===== config.mk =====
export PLATFORM = sky130hd
export DESIGN_NAME = usbh_status_ctl
export DESIGN_NICKNAME = d
export VERILOG_FILES = /design/src/rtl/usbh_sts_pkg.sv /design/src/rtl/usbh_w1c_bit.sv /design/src/rtl/usbh_sts_set.sv /design/src/rtl/usbh_run_ctl.sv /design/src/rtl/usbh_irq_gen.sv /design/src/rtl/usbh_status_ctl.sv
export SDC_FILE = /design/constraint.sdc
export NUM_CORES = 1
export LEC_CHECK = 0
export BUFFER_PORTS_ARGS = -buffer_cell sky130_fd_sc_hd__buf_2
export CAP_MARGIN = 15
export CORE_MARGIN = 10
export CORE_UTILIZATION = 32
export CTS_BUF_LIST = sky130_fd_sc_hd__clkbuf_8
export DETAILED_ROUTE_END_ITERATION = 12
export PLACE_DENSITY = 0.82
export SYNTH_ARGS = -nofsm -noshare
export SYNTH_HDL_FRONTEND = slang
export SYNTH_SLANG_ARGS = --single-unit

===== constraint.sdc =====
create_clock -name clk -period 0.99 [get_ports clk]
set_input_delay 0.198 -clock clk [delete_from_list [all_inputs] [get_ports clk]]
set_output_delay 0.198 -clock clk [all_outputs]
set_load 0.01 [all_outputs]

===== src/rtl/usbh_sts_pkg.sv =====
// Package: shared bit positions, widths and the event bundle for the
// USB host status and run-control block.
// Assumes: every event field is a one-cycle pulse qualified by the schedule engine.
package usbh_sts_pkg;
    localparam int STS_W   = 16;              // architectural register width
    localparam int NFLAG   = 6;               // defined status flags
    localparam int NIRQ    = 5;               // flags that can raise the interrupt
    localparam int B_INT   = 0;               // normal completion interrupt
    localparam int B_ERR   = 1;               // error completion interrupt
    localparam int B_RSM   = 2;               // resume seen in suspend
    localparam int B_HSE   = 3;               // host bus error
    localparam int B_HPE   = 4;               // descriptor consistency failure
    localparam int B_HLT   = 5;               // controller halted

    typedef struct packed {
        logic done;
        logic ioc;
        logic err;
        logic shrt;
        logic spd;
        logic cfail;
        logic berr;
        logic rsm;
    } sched_ev_t;
endpackage


===== src/rtl/usbh_w1c_bit.sv =====
// Module: one sticky status flag. A hardware set wins over a software
// write-one-to-clear in the same cycle.
// Assumes: set and clr are already qualified by the caller.
module usbh_w1c_bit #(
    parameter logic RST_VAL = 1'b0
) (
    input  logic clk,
    input  logic rst_n,
    input  logic set,
    input  logic clr,
    output logic q
);
    // Flag storage with set priority over clear.
    always_ff @(posedge clk) begin
        if (!rst_n)      q <= RST_VAL;
        else if (set)    q <= 1'b1;
        else if (clr)    q <= 1'b0;
    end


    set_wins_chk: assert property (@(posedge clk) disable iff (!rst_n)
        set |=> q);

    w1c_clear_chk: assert property (@(posedge clk) disable iff (!rst_n)
        (clr && !set) |=> !q);

    w1c_hold_chk: assert property (@(posedge clk) disable iff (!rst_n)
        (!clr && !set) |=> $stable(q));
endmodule


===== src/rtl/usbh_sts_set.sv =====
// Module: turns schedule events and controller state into per-flag
// set requests for the status register.
// Assumes: completion qualifiers (ioc, err, shrt, spd) are valid with done.
module usbh_sts_set
    import usbh_sts_pkg::*;
(
    input  sched_ev_t         ev,
    input  logic              susp_q,
    input  logic              run_q,
    input  logic              busy,
    output logic [NFLAG-1:0]  set_req
);
    // Decode each flag's set condition.
    always_comb begin
        set_req        = '0;
        set_req[B_INT] = ev.done & (ev.ioc | (ev.shrt & ev.spd));
        set_req[B_ERR] = ev.done & ev.err;
        set_req[B_RSM] = ev.rsm & susp_q;
        set_req[B_HSE] = ev.berr;
        set_req[B_HPE] = ev.cfail;
        set_req[B_HLT] = ~run_q & ~busy;
    end
endmodule


===== src/rtl/usbh_run_ctl.sv =====
// Module: run and global-suspend command bits, the hardware stop on fatal
// errors, and the start-of-frame counter reset.
// Assumes: fatal is a one-cycle pulse; fatal overrides a same-cycle write.
module usbh_run_ctl (
    input  logic clk,
    input  logic rst_n,
    input  logic wr_en,
    input  logic run_in,
    input  logic susp_in,
    input  logic fatal,
    input  logic dbg_mode,
    output logic run_q,
    output logic susp_q,
    output logic sof_rst
);
    // Run bit: software writes, hardware clears on fatal error.
    always_ff @(posedge clk) begin
        if (!rst_n)      run_q <= 1'b0;
        else if (fatal)  run_q <= 1'b0;
        else if (wr_en)  run_q <= run_in;
    end

    // Suspend bit: software-written only.
    always_ff @(posedge clk) begin
        if (!rst_n)      susp_q <= 1'b0;
        else if (wr_en)  susp_q <= susp_in;
    end

    // Hold the frame counter in reset while stopped, except in debug mode.
    always_comb sof_rst = ~run_q & ~dbg_mode;


    fatal_stop_chk: assert property (@(posedge clk) disable iff (!rst_n)
        fatal |=> !run_q);

    sof_run_chk: assert property (@(posedge clk) disable iff (!rst_n)
        run_q |-> !sof_rst);
endmodule


===== src/rtl/usbh_irq_gen.sv =====
// Module: interrupt request as the enabled OR of the event flags.
// Assumes: flags are sticky, so the request is level and holds until cleared.
module usbh_irq_gen #(
    parameter int N = 5
) (
    input  logic [N-1:0] flags,
    input  logic [N-1:0] en,
    output logic         irq
);
    // Reduce the enabled flags to one request.
    always_comb irq = |(flags & en);
endmodule


===== src/rtl/usbh_status_ctl.sv =====
// Module: top of the USB host status and run-control register. Holds the
// sticky status flags, the run and suspend bits, and derives halted,
// start-of-frame reset and interrupt request.
// Assumes: synchronous active-low reset; event inputs are one-cycle pulses.
module usbh_status_ctl
    import usbh_sts_pkg::*;
(
    input  logic              clk,
    input  logic              rst_n,
    input  logic              sts_wr_en,
    input  logic [STS_W-1:0]  sts_wr_data,
    input  logic              cmd_wr_en,
    input  logic              cmd_run,
    input  logic              cmd_susp,
    input  logic              dbg_mode,
    input  logic              xact_busy,
    input  logic              xact_done,
    input  logic              td_ioc,
    input  logic              td_err,
    input  logic              td_short,
    input  logic              td_spd,
    input  logic              ev_consist,
    input  logic              ev_bus_err,
    input  logic              ev_resume,
    input  logic [NIRQ-1:0]   int_en,
    output logic [STS_W-1:0]  sts_rdata,
    output logic              run_flag,
    output logic              susp_flag,
    output logic              halted,
    output logic              sof_rst,
    output logic              irq
);
    localparam int RSV_W = STS_W - NFLAG;

    sched_ev_t         ev;
    logic [NFLAG-1:0]  set_req;
    logic [NFLAG-1:0]  flag_q;
    logic              run_q;
    logic              susp_q;
    logic              unused_rsv;

    // Bundle the event pins.
    always_comb begin
        ev.done  = xact_done;
        ev.ioc   = td_ioc;
        ev.err   = td_err;
        ev.shrt  = td_short;
        ev.spd   = td_spd;
        ev.cfail = ev_consist;
        ev.berr  = ev_bus_err;
        ev.rsm   = ev_resume;
    end

    // Reserved write bits have no function.
    always_comb unused_rsv = ^sts_wr_data[STS_W-1:NFLAG];

    usbh_run_ctl u_run (
        .clk      (clk),
        .rst_n    (rst_n),
        .wr_en    (cmd_wr_en),
        .run_in   (cmd_run),
        .susp_in  (cmd_susp),
        .fatal    (ev_consist | ev_bus_err),
        .dbg_mode (dbg_mode),
        .run_q    (run_q),
        .susp_q   (susp_q),
        .sof_rst  (sof_rst)
    );

    usbh_sts_set u_set (
        .ev      (ev),
        .susp_q  (susp_q),
        .run_q   (run_q),
        .busy    (xact_busy),
        .set_req (set_req)
    );

    generate
        for (genvar i = 0; i < NFLAG; i++) begin : g_flag
            usbh_w1c_bit #(.RST_VAL(i == B_HLT)) u_bit (
                .clk   (clk),
                .rst_n (rst_n),
                .set   (set_req[i]),
                .clr   (sts_wr_en & sts_wr_data[i]),
                .q     (flag_q[i])
            );
        end
    endgenerate

    usbh_irq_gen #(.N(NIRQ)) u_irq (
        .flags (flag_q[NIRQ-1:0]),
        .en    (int_en),
        .irq   (irq)
    );

    // Drive the register view and status pins.
    always_comb begin
        sts_rdata = {{RSV_W{1'b0}}, flag_q};
        run_flag  = run_q;
        susp_flag = susp_q;
        halted    = flag_q[B_HLT];
    end


    halt_cause_chk: assert property (@(posedge clk) disable iff (!rst_n)
        $rose(flag_q[B_HLT]) |-> $past(!run_q && !xact_busy));

    resume_gate_chk: assert property (@(posedge clk) disable iff (!rst_n)
        $rose(flag_q[B_RSM]) |-> $past(susp_q));

    bus_err_set_chk: assert property (@(posedge clk) disable iff (!rst_n)
        ev_bus_err |=> (flag_q[B_HSE] && !run_q));
endmodule


After elaboration in Yosys (flattened, before gate mapping)
Cells that the tools add are included.
{"block": "op_classes", "n_reduce_logical": 8, "n_bitwise": 19, "n_mux": 10}
{"op": "$and A1 B1 Y1", "n": 12}
{"op": "$mux W1", "n": 10}
{"op": "$reduce_bool A2 Y1", "n": 5}
{"op": "$and A5 B5 Y5", "n": 1}
{"op": "$reduce_or A5 Y1", "n": 1}
{"op": "$not A1 Y1", "n": 4}
{"op": "$reduce_or A2 Y1", "n": 2}
{"op": "$or A1 B1 Y1", "n": 2}
{"block": "word_totals", "ff_bits": 8, "in_bits": 37, "out_inout_bits": 21, "wordCells": 45}

Depth between registers and ports, before layout
{"block": "depth", "depth_word": 4, "mapped_depth": 2, "ltp_nobuf": 2}

Cells and area by module
From an unflattened synthesis, not the netlist that was laid out.
{"block": "hier_totals", "hier_cells": 54, "hier_area_um2": 516.7}
{"mod": "usbh_w1c_bit at g_flag[0].u_bit ...", "area_per_inst_um2": 41.3, "seq_area_each_um2": 20.0, "n_inst": 5, "cells_per_inst": 3}
{"mod": "usbh_status_ctl", "area_per_inst_um2": 130.1, "seq_area_each_um2": 0.0, "n_inst": 1, "cells_per_inst": 19}
{"mod": "usbh_run_ctl", "area_per_inst_um2": 82.6, "seq_area_each_um2": 40.0, "n_inst": 1, "cells_per_inst": 7}
{"mod": "usbh_sts_set", "area_per_inst_um2": 42.5, "seq_area_each_um2": 0.0, "n_inst": 1, "cells_per_inst": 7}
{"mod": "usbh_w1c_bit at g_flag[5].u_bit", "area_per_inst_um2": 33.8, "seq_area_each_um2": 20.0, "n_inst": 1, "cells_per_inst": 3}
{"mod": "usbh_irq_gen", "area_per_inst_um2": 21.3, "seq_area_each_um2": 0.0, "n_inst": 1, "cells_per_inst": 3}

Worst setup path after synthesis
OpenSTA, ideal clock, no wires.
{"block": "synth_path", "path_type": "reg-to-output", "from": "reg g_flag[0].u_bit.q", "to": "out irq", "n_path_buf": 0, "setup_slack_ps": 76, "arrival_ps": 716, "stages_incl_launch_ff": 3, "t_required_ps": 792, "path_cell_list": "dfxtp_1 > a222oi_1 > nand2_1"}
{"block": "synth_between", "elab_chain_cells": 2}
{"item": "start: declaration", "line_no": "usbh_w1c_bit.sv:11", "rtl": "output logic q"}
{"item": "start signal: assignment", "line_no": "usbh_w1c_bit.sv:15", "rtl": "if (!rst_n) q <= RST_VAL;"}
{"item": "start signal: assignment", "line_no": "usbh_w1c_bit.sv:16", "rtl": "else if (set) q <= 1'b1;"}
{"item": "start signal: assignment", "line_no": "usbh_w1c_bit.sv:17", "rtl": "else if (clr) q <= 1'b0;"}
{"item": "$and A5 B5 Y5", "line_no": "usbh_irq_gen.sv:11", "rtl": "always_comb irq = |(flags & en);"}
{"item": "$reduce_or A5 Y1", "line_no": "usbh_irq_gen.sv:11"}
{"item": "end: declaration", "line_no": "usbh_status_ctl.sv:31", "rtl": "output logic irq"}
Every way passes these cells.

Final worst setup path
Same ends and word-level chain as after synthesis.

==> reports/qor.json <==
{
  "outcome": {
    "run_status": "finished with violations",
    "failed_checks": "negative setup slack"
  },
  "power": {
    "power_density_nw_per_um2": 1436,
    "power.ir.vdd_worst_mv": 0.6915,
    "power.leakage_nw": 0.3328
  },
  "setup_path": {
    "crit-reg2reg-capture": "g_flag[1].u_bit.q",
    "reg2reg_setup_slack_ns": 0.20,
    "end_kind": "output port",
    "source_of_the_worst_register_to_register_timing_path": "g_flag[1].u_bit.q",
    "critical_path.startpoint_type": "register",
    "crit_required_ns": 0.79,
    "worstPathMaxFanout": 3,
    "timing.critical_path.arrival_ns": 1.14,
    "crit_type": "register to output port",
    "number_of_cells_on_the_worst_reg_to_reg_path": 2
  },
  "grt": {
    "grt_pass1_vias": 461,
    "track_usage_pct": 7.927,
    "grt_first_pass_wirelength_um": 2159,
    "antenna_found_initial": 0,
    "overflow": 0,
    "grt_start_max_net_pins": 10
  },
  "placement": {
    "gpl.final_weighted_congestion": 0.6405,
    "place_ws_ns": -0.1261,
    "placement.cell_area_um2": 581.8,
    "port_buffers": 37
  },
  "sta": {
    "final.min_clock_period_ns": 1.342,
    "grt_setup_unrepaired": "yes",
    "timing.final.ws_setup_ns": -0.3519,
    "report.final.setup_viol": 1,
    "whs_ns": 0.1528,
    "final.period_utilization_pct": 135.5,
    "worst_clock_skew_ns": 0.00005800,
    "report.final.hold_viol_count": 0,
    "timing.fmax_mhz": 745.2,
    "final_max_slew_viol_count": 0
  },
  "route": {
    "vias_per_cell": 4.337,
    "firstDrtPassIters": 4,
    "vias": 425,
    "route.antenna.remaining_nets": 0,
    "drt_iter0_markers": 7,
    "postRouteWirelength_um": 1349,
    "drt_drc_violations_left": 0,
    "dr_wl_cell_um": 13.77
  },
  "clock_tree": {
    "clkTransAtPathRegs_ns": 0.04,
    "clock_root_cell": "clkbuf_8",
    "cts-htree-levels": 1,
    "cts.sinks": 8,
    "cts_buffers": 3,
    "cts_tree": "done",
    "clkLatencyLatePin_ns": 0.22,
    "holdBufCountCts": 0,
    "maximum_buffer_depth_of_the_clock_tree": 2
  },
  "synth": {
    "synth-seq-cells": 8,
    "yosysWarningCount": 0,
    "ys_top_cells_by_area": "dfxtp_1 35%, buf_4 26%, a21boi_0 8.1%",
    "synth_largest_type_area_fraction_pct": 34.50,
    "yosysUniqueCellTypes": 17,
    "synthesis.instances": 50,
    "synth.avg_cell_area_um2": 9.284,
    "syn-cell-area_um2": 464.2,
    "synth_seq_area_share_pct": 34.50,
    "synth.largest_area_cell": "dfxtp_1"
  },
  "die": {
    "floorplan.initialDensity_pct": 34.80,
    "coreArea_um2": 1334,
    "io_pins": 58,
    "num_rows": 13,
    "die_y_um": 58.09,
    "die_area_um2": 3374,
    "die_width_um": 58.09
  },
  "job": {
    "max_cap_violations": 0
  },
  "final_layout": {
    "share_of_post_route_cells_with_drive_strength_above_1_pct": 55.42,
    "layout-area-overhead-vs-synth_pct": 35.31,
    "layout.cell_area.non_filler_um2": 628.1,
    "finish.net_count": 122,
    "diodes": 0
  },
  "min_path": {
    "min_to": "u_run.run_q",
    "hold_path_depth": 2,
    "hp-start": "ev_bus_err",
    "min-delay-path-class": "primary input to register"
  }
}
## cell families (layout without fill, tap and decap cells)
logic type / count (synthesis) / in the layout / synth area share [%]
compound gates: 15 / 15 / 25.07
buf+inv: 16 / 40 / 25.88
flops: 8 / 8 / 34.50
mux: 2 / 2 / 4.313
other cells: 1 / 10 / 0.8078
simple gates: 8 / 8 / 9.434
## power by group
part / total (mW) / switching [mW] / internal [mW]
Sequential: 0.356 / 0.0124 / 0.343
Clock: 0.381 / 0.118 / 0.262
Combinational: 0.166 / 0.0827 / 0.0834
Total: 0.902 / 0.213 / 0.689
## worst max path at each step
stage	startpoint	endpoint	slack [ns]	depth (start not counted)
5_1_grt	g_flag[0].u_bit.q	irq	-0.44	3
3_3_place_gp	g_flag[0].u_bit.q	irq	-0.14	3
3_5_place_dp	g_flag[0].u_bit.q	irq	-0.13	3
4_1_cts	g_flag[0].u_bit.q	irq	-0.37	3
6_report	g_flag[0].u_bit.q	irq	-0.35	3
2_1_floorplan	g_flag[0].u_bit.q	irq	0.08	2
## layer usage
metal | global-route usage [%] | part of all wire [%] | vias up
met5 | 0 | 0 | -
met4 | 2.013 | 0 | 0
met3 | 8.715 | 22 | 0
met2 | 11.50 | 43 | 35
met1 | 7.403 | 35 | 175
li1 | - | - | 215
## layout by cell type (no fill, tap or decap)
cell type   n
a21bo_2     2
a21boi_0    5
a21o_1      1
a21oi_1     1
a222oi_1    1
a22oi_1     1
buf_2      37
clkbuf_8    3
conb_1     10
dfxtp_1     6
dfxtp_2     2
mux2i_1     2
nand2_1     5
nor2_2      1
nor2b_1     1
nor4b_2     1
o21a_1      2
o21ai_0     1
o2bb2ai_1   1
## state kept, by name, summed over array words and instances (netlist names)
| register | count |
|---|---|
| g_flag.u_bit.q | 6 |
| u_run.run_q | 1 |
| u_run.susp_q | 1 |
## cells in the mapped netlist
cell type	instances
conb_1	1
a21bo_2	2
nand2_1	5
nor4b_2	1
a21o_1	1
mux2i_1	2
o21ai_0	1
a22oi_1	1
o21a_1	2
dfxtp_1	8
nor2_1	1
buf_4	16
a21oi_1	1
a222oi_1	1
nor2b_1	1
a21boi_0	5
o2bb2ai_1	1
## repair_timing
item,4_1_cts,5_1_grt
buffers inserted,0,0
resized for setup,2,1
pin swaps,0,1
endpoints found under the setup margin,2,2
## critical path, cell delays in order (launching register included)
cell	delay [ns]
dfxtp_2	0.32
a222oi_1	0.37
nand2_1	0.08
buf_2	0.15
## cell type report
type / count / area (um2)
Fill cell: 135 / 705.7
Multi-Input combinational cell: 35 / 220.2
Timing Repair Buffer: 37 / 185.2
Sequential cell: 8 / 162.7
Clock buffer: 3 / 41.29
Tap cell: 15 / 18.77
## metrics by stage
step                util [%]  TNS (ns)  power [mW]  std cells
global route           47.09   -0.4436      0.9604         98
global placement       43.62   -0.1387      0.5220         95
detailed placement     43.62   -0.1261      0.5260         95
finish                 47.09   -0.3519      0.9022         98
floorplan                  -         0      0.4793         59
CTS                    46.90   -0.3686      0.9198         98
No activity file was read; power rests on OpenSTA's default activity.
